[config.mk]
export PLATFORM = sky130hd
export DESIGN_NAME = alu_core
export DESIGN_NICKNAME = d
export VERILOG_FILES = /design/src/rtl/alu_pkg.sv /design/src/rtl/alu_arith.sv /design/src/rtl/alu_logic.sv /design/src/rtl/alu_flags.sv /design/src/rtl/alu_core.sv
export SDC_FILE = /design/constraint.sdc
export NUM_CORES = 1
export LEC_CHECK = 0
export ABC_AREA = 1
export BUFFER_PORTS_ARGS = -buffer_cell sky130_fd_sc_hd__buf_2
export CAP_MARGIN = 20
export CORE_MARGIN = 2
export CORE_UTILIZATION = 60
export DETAILED_ROUTE_END_ITERATION = 7
export GPL_TIMING_DRIVEN = 0
export PLACE_DENSITY = 0.85
export SLEW_MARGIN = 15
export SYNTH_ARGS = -nofsm -noshare
export SYNTH_HDL_FRONTEND = slang
export SYNTH_SLANG_ARGS = --single-unit
[constraint.sdc]
create_clock -name vclk -period 7.8
set_input_delay 0.39 -clock vclk [all_inputs]
set_output_delay 0.39 -clock vclk [all_outputs]
set_load 0.01 [all_outputs]
[src/rtl/alu_pkg.sv]
package alu_pkg;

    localparam int DATA_W = 8;
    localparam int FUNC_W = 4;

    typedef enum logic [FUNC_W-1:0] {
        F_ADD   = 4'd0,
        F_SUB   = 4'd1,
        F_RSUB  = 4'd2,
        F_PASSA = 4'd3,
        F_PASSB = 4'd4,
        F_AND   = 4'd5,
        F_OR    = 4'd6,
        F_XOR   = 4'd7,
        F_NOTA  = 4'd8,
        F_NOTB  = 4'd9
    } func_e;

    typedef enum logic [1:0] {
        CL_ARITH  = 2'd0,
        CL_LOGIC  = 2'd1,
        CL_UNUSED = 2'd2
    } class_e;

    typedef struct packed {
        logic z;
        logic c;
        logic n;
        logic v;
    } flags_t;

    function automatic class_e func_class(input logic [FUNC_W-1:0] f);
        if (f <= 4'd2)      return CL_ARITH;
        else if (f <= 4'd9) return CL_LOGIC;
        else                return CL_UNUSED;
    endfunction

endpackage

[src/rtl/alu_arith.sv]
module alu_arith
    import alu_pkg::*;
#(
    parameter int W = DATA_W
) (
    input  logic [W-1:0]      a,
    input  logic [W-1:0]      b,
    input  logic [FUNC_W-1:0] func,
    output logic [W-1:0]      sum,
    output logic              carry,
    output logic              ovf
);
    localparam int MSB = W - 1;

    logic         do_sub;
    logic         do_rsub;
    logic [W-1:0] x;
    logic [W-1:0] y;
    logic [W:0]   cy;

    // Pick which operand is the minuend and invert the other one.
    always_comb begin
        do_sub  = (func == F_SUB);
        do_rsub = (func == F_RSUB);
        x       = do_rsub ? b : a;
        if (do_sub)       y = ~b;
        else if (do_rsub) y = ~a;
        else              y = b;
    end

    assign cy[0] = do_sub | do_rsub;

    for (genvar i = 0; i < W; i++) begin : g_bit
        assign sum[i]  = x[i] ^ y[i] ^ cy[i];
        assign cy[i+1] = (x[i] & y[i]) | (cy[i] & (x[i] ^ y[i]));
    end

    assign carry = cy[W];
    assign ovf   = (x[MSB] == y[MSB]) && (sum[MSB] != x[MSB]);

endmodule

[src/rtl/alu_logic.sv]
module alu_logic
    import alu_pkg::*;
#(
    parameter int W = DATA_W
) (
    input  logic [W-1:0]      a,
    input  logic [W-1:0]      b,
    input  logic [FUNC_W-1:0] func,
    output logic [W-1:0]      res
);
    always_comb begin
        unique case (func)
            F_PASSA: res = a;
            F_PASSB: res = b;
            F_AND:   res = a & b;
            F_OR:    res = a | b;
            F_XOR:   res = a ^ b;
            F_NOTA:  res = ~a;
            F_NOTB:  res = ~b;
            default: res = '0;
        endcase
    end
endmodule

[src/rtl/alu_flags.sv]
module alu_flags
    import alu_pkg::*;
#(
    parameter int W = DATA_W
) (
    input  logic [W-1:0] res,
    input  class_e       cls,
    input  logic         arith_c,
    input  logic         arith_v,
    output flags_t       flags
);
    always_comb begin
        flags.z = ~|res;
        flags.n = res[W-1];
        flags.c = (cls == CL_ARITH) ? arith_c : 1'b0;
        flags.v = (cls == CL_ARITH) ? arith_v : 1'b0;
    end
endmodule

[src/rtl/alu_core.sv]
module alu_core
    import alu_pkg::*;
#(
    parameter int W = DATA_W
) (
    input  logic [W-1:0]      a_i,
    input  logic [W-1:0]      b_i,
    input  logic [FUNC_W-1:0] func_i,
    output logic [W-1:0]      res_o,
    output logic              flag_z_o,
    output logic              flag_c_o,
    output logic              flag_n_o,
    output logic              flag_v_o
);
    class_e       cls;
    logic [W-1:0] arith_res;
    logic [W-1:0] logic_res;
    logic         arith_c;
    logic         arith_v;
    flags_t       flags;

    assign cls = func_class(func_i);

    alu_arith #(.W(W)) u_arith (
        .a(a_i), .b(b_i), .func(func_i),
        .sum(arith_res), .carry(arith_c), .ovf(arith_v)
    );

    alu_logic #(.W(W)) u_logic (
        .a(a_i), .b(b_i), .func(func_i), .res(logic_res)
    );

    always_comb begin
        unique case (cls)
            CL_ARITH: res_o = arith_res;
            CL_LOGIC: res_o = logic_res;
            default:  res_o = '0;
        endcase
    end

    alu_flags #(.W(W)) u_flags (
        .res(res_o), .cls(cls), .arith_c(arith_c), .arith_v(arith_v),
        .flags(flags)
    );

    assign flag_z_o = flags.z;
    assign flag_c_o = flags.c;
    assign flag_n_o = flags.n;
    assign flag_v_o = flags.v;

endmodule

==> metrics.txt, run 1 <==
# TYPE chip_impl_metric gauge
chip_impl_info{name="outcome",value="finished, final reports clean"} 1
chip_impl_info{name="cp_common_cell",value="sky130_fd_sc_hd__fa_1"} 1
chip_impl_metric{name="layout.sequential_cells",unit=""} 0
chip_impl_metric{name="maxClockFrequency",unit="MHz"} 180
chip_impl_metric{name="wire_length_of_the_first_global_routing_pass",unit="um"} 6260
chip_impl_metric{name="port-buffer-count",unit=""} 32
chip_impl_metric{name="pwr_density_cell",unit="nW/um^2"} 57.7
chip_impl_metric{name="comb_power_share",unit="%"} 100.0
chip_impl_metric{name="die-width",unit="um"} 52.5
chip_impl_info{name="critPathTopFamily",value="adder cells"} 1
chip_impl_metric{name="floorplan.rows",unit=""} 17
chip_impl_metric{name="dp_hpwl",unit="um"} 3060
chip_impl_metric{name="finalHoldViolations",unit=""} 0
chip_impl_metric{name="num_io_pins",unit=""} 32
chip_impl_metric{name="syn_nets",unit=""} 296
chip_impl_metric{name="fin_util",unit="%"} 72.7
chip_impl_metric{name="floorplan.die_area",unit="um^2"} 2760
chip_impl_metric{name="power.share.clock",unit="%"} 0
chip_impl_metric{name="leakage",unit="uW"} 0.000982
chip_impl_metric{name="synthDistinctLibCells",unit=""} 22
chip_impl_metric{name="worst-path-stages",unit=""} 26
chip_impl_metric{name="drive_gt1_share",unit="%"} 20.1
chip_impl_metric{name="detailedPlace.worstSlack",unit="ns"} 2.29
chip_impl_info{name="grt_setup_unrepaired",value="no"} 1
chip_impl_metric{name="routed_via_density",unit=""} 5.45
chip_impl_metric{name="sw_frac_of_total",unit="%"} 62.2
chip_impl_metric{name="portion_of_synthesized_cell_area_occupied_by_the_leading_cell_type",unit="%"} 20.4
chip_impl_metric{name="grt_start_max_net_pins",unit=""} 11
chip_impl_metric{name="hold_slack",unit="ns"} 1.26
chip_impl_metric{name="post_synth_inst_count",unit=""} 251
chip_impl_metric{name="number_of_global_route_vias_before_repair",unit=""} 1428
chip_impl_metric{name="syn_avg_cell_area",unit="um^2"} 5.63
chip_impl_metric{name="final.clkbuf_count",unit=""} 0
chip_impl_metric{name="area.growth.synth_to_final",unit="%"} 13.8
chip_impl_metric{name="drtAntennaViolNets",unit=""} 0
chip_impl_metric{name="effective_utilization_at_floorplan",unit="%"} 63.9
chip_impl_metric{name="holdPathStages",unit=""} 5
chip_impl_metric{name="core-area",unit="um^2"} 2210
chip_impl_metric{name="layout_worst_path_cycle_share",unit="%"} 71.4
chip_impl_metric{name="gp_congestion",unit=""} 0.925
chip_impl_metric{name="netlist_area",unit="um^2"} 1410
chip_impl_info{name="min-delay-path-class",value="primary input to primary output"} 1
chip_impl_metric{name="max_slew_margin",unit="%"} 68.3
chip_impl_metric{name="layout_min_cycle_time",unit="ns"} 5.57
chip_impl_metric{name="fillCellCount",unit=""} 229
chip_impl_metric{name="post-cts-setup-buffers",unit=""} 0
chip_impl_metric{name="drt_iter0_drc",unit=""} 56
chip_impl_metric{name="critical_path.max_stage_delay",unit="ns"} 0.46
chip_impl_metric{name="p_int",unit="uW"} 35.1
chip_impl_metric{name="totalNegativeSetupSlack",unit="ns"} 0
chip_impl_metric{name="timing.final.setup_violations",unit=""} 0
chip_impl_metric{name="post-route-drc-count",unit=""} 0
chip_impl_metric{name="num_vias",unit=""} 1695
chip_impl_metric{name="cp_data_required_time",unit="ns"} 7.41
chip_impl_info{name="critical_path.endpoint_type",value="primary output"} 1
chip_impl_metric{name="detail_route.wirelength",unit="um"} 3890
chip_impl_info{name="synth.largest_area_cell",value="sky130_fd_sc_hd__nand2_1"} 1
chip_impl_metric{name="data_arrival_at_the_endpoint_of_the_critical_path",unit="ns"} 5.18
chip_impl_metric{name="synth.yosys.warnings",unit=""} 0
chip_impl_metric{name="die_h",unit="um"} 52.5
chip_impl_metric{name="total_number_of_nets_in_the_final_design",unit=""} 330
chip_impl_metric{name="wl_per_cell",unit="um"} 12.5
chip_impl_metric{name="power.sequential.fraction",unit="%"} 0
chip_impl_metric{name="antenna-diode-count",unit=""} 0
chip_impl_info{name="hold_end",value="res_o[5]"} 1
chip_impl_metric{name="critical_path_buf_inv_count",unit=""} 10
chip_impl_metric{name="grtUsageTotal",unit="%"} 30.0
chip_impl_info{name="timing.hold.worst.start",value="a_i[5]"} 1
chip_impl_metric{name="cap_viol_max_count",unit=""} 0
chip_impl_info{name="top_cells_by_area_synth",value="sky130_fd_sc_hd__nand2_1, sky130_fd_sc_hd__ha_1, sky130_fd_sc_hd__fa_1, sky130_fd_sc_hd__nand3_1, sky130_fd_sc_hd__inv_1"} 1
chip_impl_metric{name="tightest_slew",unit="ns"} 0.475
chip_impl_metric{name="globalRoute.totalOverflow",unit=""} 0
chip_impl_metric{name="power.ir.vdd_worst",unit="V"} 0.0000353
chip_impl_metric{name="post_cts_resized",unit=""} 0
chip_impl_info{name="cp_slowest_cell",value="sky130_fd_sc_hd__fa_1"} 1
chip_impl_metric{name="finalPower",unit="uW"} 92.8
chip_impl_metric{name="number_of_antenna_violations_at_the_first_check_in_global_routing",unit=""} 0
chip_impl_metric{name="total_switching_power",unit="uW"} 57.7
chip_impl_info{name="worst_setup_path_start_kind",value="primary input"} 1
chip_impl_metric{name="synth.yosys.seq_area_share",unit="%"} 0
chip_impl_metric{name="drtPass1Iterations",unit=""} 4
chip_impl_metric{name="setup_slack",unit="ns"} 2.23
chip_impl_metric{name="critical_path_peak_fanout",unit=""} 10
chip_impl_metric{name="finalMaxSlewViolations",unit=""} 0
chip_impl_info{name="timing_worst_setup_path_type",value="primary input to primary output"} 1
chip_impl_metric{name="ff_latch_area",unit="um^2"} 0
chip_impl_metric{name="holdBufCountCts",unit=""} 0
-- worst min-delay path, stage by stage --
cell and delay [ns]:
sky130_fd_sc_hd__buf_2 0.13, sky130_fd_sc_hd__nor2_1 0.11, sky130_fd_sc_hd__nor2_1 0.05, sky130_fd_sc_hd__nand3_1 0.07, sky130_fd_sc_hd__buf_2 0.13
-- per-layer routing --
metal	vias up	global-route usage (%)	wire [um]
li1	860	-	-
met1	762	42.0	1700
met2	71	50.4	1800
met3	2	2.86	371
met4	0	4.70	23
met5	-	0	0
-- cells in the mapped netlist (all sizes together) --
cell type,n
clkbuf,1
o211ai,8
nand2,79
inv,36
or2,2
ha,17
o21ai,17
nand3b,6
nor3,1
nand3,29
buf,5
nor2,41
a21oi,1
fa,8
-- how the worst max path moves through the flow --
stage	startpoint	end	slack, ns
2_1_floorplan	func_i[1]	flag_z_o	2.98
3_3_place_gp	func_i[1]	flag_z_o	2.32
3_5_place_dp	func_i[1]	flag_z_o	2.29
4_1_cts	func_i[1]	flag_z_o	2.26
5_1_grt	func_i[1]	flag_z_o	1.94
6_report	func_i[1]	flag_z_o	2.23
-- cells by family after synthesis --
group / after synthesis / share of synthesized area [%]
AOI/OAI and AO/OA: 26 / 10.6
adders and majority gates: 25 / 26.4
buffers and inverters: 42 / 12.2
and+or+nand+nor: 158 / 50.8
-- layout by cell type, fill, tap and decap left out --
cell type | netlist | layout
sky130_fd_sc_hd__a21oi_1 | 1 | 1
sky130_fd_sc_hd__buf_2 | 3 | 35
sky130_fd_sc_hd__buf_4 | 1 | 1
sky130_fd_sc_hd__buf_6 | 1 | 1
sky130_fd_sc_hd__clkbuf_1 | 1 | 1
sky130_fd_sc_hd__fa_1 | 8 | 8
sky130_fd_sc_hd__ha_1 | 17 | 17
sky130_fd_sc_hd__inv_1 | 33 | 33
sky130_fd_sc_hd__inv_2 | 3 | 3
sky130_fd_sc_hd__nand2_1 | 77 | 77
sky130_fd_sc_hd__nand2_2 | 2 | 2
sky130_fd_sc_hd__nand3_1 | 26 | 26
sky130_fd_sc_hd__nand3_2 | 3 | 3
sky130_fd_sc_hd__nand3b_1 | 6 | 6
sky130_fd_sc_hd__nor2_1 | 31 | 31
sky130_fd_sc_hd__nor2_2 | 7 | 7
sky130_fd_sc_hd__nor2_4 | 3 | 3
sky130_fd_sc_hd__nor3_1 | 1 | 1
sky130_fd_sc_hd__o211ai_1 | 8 | 8
sky130_fd_sc_hd__o21ai_0 | 15 | 15
sky130_fd_sc_hd__o21ai_1 | 2 | 2
sky130_fd_sc_hd__or2_2 | 2 | 2
-- final cells by class --
class	count	area [um^2]	share of cell area, %
multi-input combinational	209	1240	77.1
timing repair buffer	32	160	9.95
inverter	36	135	8.40
buffer	6	37.5	2.33
tap	28	35.0	2.18
-- power by group through the flow --
stage                     combinational (uW)  clock [uW]  sequential, uW
after floorplan                         59.5           0               0
after global placement                  89.9           0               0
after detailed placement                92.3           0               0
after CTS                               92.5           0               0
after global routing                     106           0               0
final                                   92.8           0               0
-- metrics by stage --
stage               std cells  cell area, um^2
floorplan                 251             1410
global placement          311             1610
detailed placement        311             1610
CTS                       311             1610
global route              311             1610
finish                    311             1610
(Power assumes the default switching activity.)
==> run 2, diff against run 1 <==
--- a/config.mk
+++ b/config.mk
@@ -9,10 +9,10 @@
 export BUFFER_PORTS_ARGS = -buffer_cell sky130_fd_sc_hd__buf_2
 export CAP_MARGIN = 20
 export CORE_MARGIN = 2
-export CORE_UTILIZATION = 60
+export CORE_UTILIZATION = 53
 export DETAILED_ROUTE_END_ITERATION = 7
 export GPL_TIMING_DRIVEN = 0
-export PLACE_DENSITY = 0.85
+export PLACE_DENSITY = 0.8
 export SLEW_MARGIN = 15
 export SYNTH_ARGS = -nofsm -noshare
 export SYNTH_HDL_FRONTEND = slang
==> constraint.sdc (replaced) <==
create_clock -name vclk -period 4.8
set_input_delay 0.24 -clock vclk [all_inputs]
set_output_delay 0.24 -clock vclk [all_outputs]
set_load 0.01 [all_outputs]
==> run 2 against run 1 <==
Die area increased by 12%. Critical path type unchanged. Critical path depth decreased by 2. Critical endpoint unchanged. Non-clock buffer count increased by 6. Count of clock-buffer cells in the layout unchanged. Global-route usage decreased by 3.1 points. Worst setup slack got worse by 2.0 ns. Utilization decreased by 4.4 points. Routed wire length increased by 5.1%. Sequential share of layout area unchanged. Power increased by 76%. Final cell count increased by 2.6%.
==> metrics.txt, run 2 (same netlist as run 1, synthesis figures left out) <==
# TYPE chip_impl_metric gauge
chip_impl_metric{name="layout.sequential_cells",unit=""} 0
chip_impl_metric{name="power.sequential.fraction",unit="%"} 0
chip_impl_metric{name="grtUsageTotal",unit="%"} 26.9
chip_impl_metric{name="leakage",unit="uW"} 0.00104
chip_impl_metric{name="wl_per_cell",unit="um"} 12.8
chip_impl_info{name="layout_common_cells",value="sky130_fd_sc_hd__nand2_1, sky130_fd_sc_hd__buf_2, sky130_fd_sc_hd__nor2_1"} 1
chip_impl_metric{name="sw_frac_of_total",unit="%"} 60.2
chip_impl_metric{name="holdBufCountCts",unit=""} 0
chip_impl_metric{name="dp_hpwl",unit="um"} 3020
chip_impl_metric{name="area.growth.synth_to_final",unit="%"} 20.8
chip_impl_metric{name="routed_via_density",unit=""} 5.47
chip_impl_metric{name="number_of_antenna_violations_at_the_first_check_in_global_routing",unit=""} 0
chip_impl_metric{name="ff_latch_area",unit="um^2"} 0
chip_impl_metric{name="floorplan.rows",unit=""} 18
chip_impl_info{name="critical_path.endpoint_type",value="primary output"} 1
chip_impl_info{name="grt_setup_unrepaired",value="yes"} 1
chip_impl_metric{name="drive_gt1_share",unit="%"} 26.6
chip_impl_metric{name="final.clkbuf_count",unit=""} 0
chip_impl_metric{name="critical_path_peak_fanout",unit=""} 10
chip_impl_metric{name="p_int",unit="uW"} 65.0
chip_impl_info{name="outcome",value="finished, final reports clean"} 1
chip_impl_metric{name="setup_slack",unit="ns"} 0.187
chip_impl_metric{name="fin_util",unit="%"} 68.3
chip_impl_metric{name="drtPass1Iterations",unit=""} 7
chip_impl_metric{name="max_slew_margin",unit="%"} 68.7
chip_impl_metric{name="pwr_density_cell",unit="nW/um^2"} 95.7
chip_impl_metric{name="tightest_slew",unit="ns"} 0.469
chip_impl_metric{name="die_h",unit="um"} 55.7
chip_impl_metric{name="detail_route.wirelength",unit="um"} 4090
chip_impl_metric{name="number_of_global_route_vias_before_repair",unit=""} 1601
chip_impl_metric{name="gp_congestion",unit=""} 0.859
chip_impl_metric{name="drt_iter0_drc",unit=""} 96
chip_impl_metric{name="comb_power_share",unit="%"} 100.0
chip_impl_metric{name="core-area",unit="um^2"} 2500
chip_impl_metric{name="total_switching_power",unit="uW"} 98.4
chip_impl_info{name="timing_worst_setup_path_type",value="primary input to primary output"} 1
chip_impl_metric{name="cap_viol_max_count",unit=""} 0
chip_impl_info{name="min-delay-path-class",value="primary input to primary output"} 1
chip_impl_info{name="worst_setup_path_start_kind",value="primary input"} 1
chip_impl_metric{name="port-buffer-count",unit=""} 32
chip_impl_metric{name="cp_data_required_time",unit="ns"} 4.56
chip_impl_metric{name="num_vias",unit=""} 1746
chip_impl_metric{name="data_arrival_at_the_endpoint_of_the_critical_path",unit="ns"} 4.37
chip_impl_metric{name="wire_length_of_the_first_global_routing_pass",unit="um"} 6930
chip_impl_metric{name="layout_min_cycle_time",unit="ns"} 4.61
chip_impl_metric{name="effective_utilization_at_floorplan",unit="%"} 56.6
chip_impl_metric{name="antenna-diode-count",unit=""} 0
chip_impl_metric{name="num_io_pins",unit=""} 32
chip_impl_metric{name="hold_slack",unit="ns"} 0.960
chip_impl_metric{name="drtAntennaViolNets",unit=""} 0
chip_impl_metric{name="detailedPlace.worstSlack",unit="ns"} -0.440
chip_impl_metric{name="maxClockFrequency",unit="MHz"} 217
chip_impl_metric{name="power.share.clock",unit="%"} 0
chip_impl_metric{name="grt_start_max_net_pins",unit=""} 11
chip_impl_metric{name="holdPathStages",unit=""} 5
chip_impl_metric{name="die-width",unit="um"} 55.7
chip_impl_info{name="hold_end",value="res_o[0]"} 1
chip_impl_metric{name="finalMaxSlewViolations",unit=""} 0
chip_impl_metric{name="globalRoute.totalOverflow",unit=""} 0
chip_impl_metric{name="finalHoldViolations",unit=""} 0
chip_impl_metric{name="layout_worst_path_cycle_share",unit="%"} 96.1
chip_impl_metric{name="post-route-drc-count",unit=""} 0
chip_impl_metric{name="power.ir.vdd_worst",unit="V"} 0.0000664
chip_impl_metric{name="finalPower",unit="uW"} 163
chip_impl_metric{name="floorplan.die_area",unit="um^2"} 3100
chip_impl_metric{name="total_number_of_nets_in_the_final_design",unit=""} 336
chip_impl_metric{name="timing.final.setup_violations",unit=""} 0
chip_impl_info{name="layout.cells.most_common",value="sky130_fd_sc_hd__nand2_1"} 1
chip_impl_info{name="timing.hold.worst.start",value="a_i[0]"} 1
==> run 2: cell count changes in the layout (fill, tap and decap cells not counted), sizes merged <==
cell,before,now
buf,37,43
==> run 2: worst max path at each step <==
stage	from	end	slack, ns	cells past startpoint
2_1_floorplan	func_i[1]	flag_z_o	0.28	24
3_3_place_gp	func_i[1]	flag_z_o	-0.38	26
3_5_place_dp	func_i[1]	flag_z_o	-0.44	26
4_1_cts	func_i[2]	flag_z_o	0.02	26
5_1_grt	func_i[3]	flag_z_o	-0.02	26
6_report	func_i[3]	flag_z_o	0.19	24
==> run 2: cell type report <==
class | count | area [um^2]
plain buffers | 6 | 51.3
well taps | 30 | 37.5
inverters | 36 | 135
multi-input cells | 209 | 1280
repair buffers | 38 | 205
fillers | 248 | 792
==> run 2: repair_timing <==
action                                  in CTS  in global routing
gates resized for setup                     11                 10
buffers inserted                             5                  1
endpoints found under the setup margin       5                  5
pin swaps                                    4                  5
==> run 2: critical path, stage by stage <==
cell and delay [ns]:
sky130_fd_sc_hd__buf_2 0.15, sky130_fd_sc_hd__nor2_4 0.21, sky130_fd_sc_hd__nand2_4 0.09, sky130_fd_sc_hd__buf_2 0.20, sky130_fd_sc_hd__nand2_1 0.09, sky130_fd_sc_hd__o21ai_0 0.13
sky130_fd_sc_hd__fa_2 0.42, sky130_fd_sc_hd__fa_2 0.35, sky130_fd_sc_hd__fa_2 0.35, sky130_fd_sc_hd__fa_2 0.34, sky130_fd_sc_hd__inv_2 0.06, sky130_fd_sc_hd__fa_1 0.15
sky130_fd_sc_hd__inv_1 0.05, sky130_fd_sc_hd__fa_2 0.34, sky130_fd_sc_hd__inv_2 0.06, sky130_fd_sc_hd__fa_2 0.20, sky130_fd_sc_hd__fa_1 0.42, sky130_fd_sc_hd__inv_1 0.07
sky130_fd_sc_hd__nand2_1 0.07, sky130_fd_sc_hd__nand3_2 0.12, sky130_fd_sc_hd__nor2_1 0.05, sky130_fd_sc_hd__nand2_1 0.05, sky130_fd_sc_hd__nor2_1 0.03, sky130_fd_sc_hd__buf_2 0.13
==> run 2: power by group through the flow <==
stage                     sequential (uW)  clock, uW  combinational, uW
after CTS                               0          0                158
after global routing                    0          0                186
after global placement                  0          0                146
after detailed placement                0          0                149
final                                   0          0                163
after floorplan                         0          0               96.6
==> run 2: stage by stage <==
stage	setup TNS (ns)	instance area [um^2]	cells
6_report	0	1710	319
5_1_grt	-0.0151	1710	319
4_1_cts	0	1670	318
3_5_place_dp	-1.54	1610	313
3_3_place_gp	-1.26	1610	313
2_1_floorplan	0	1410	251
==> run 2: metal layers <==
layer	vias to the layer above	routed length (um)	GRT usage, %
met2	80	1940	46.6
li1	876	-	-
met3	10	309	1.40
met1	780	1770	35.4
met4	0	65	9.06
met5	-	0	0
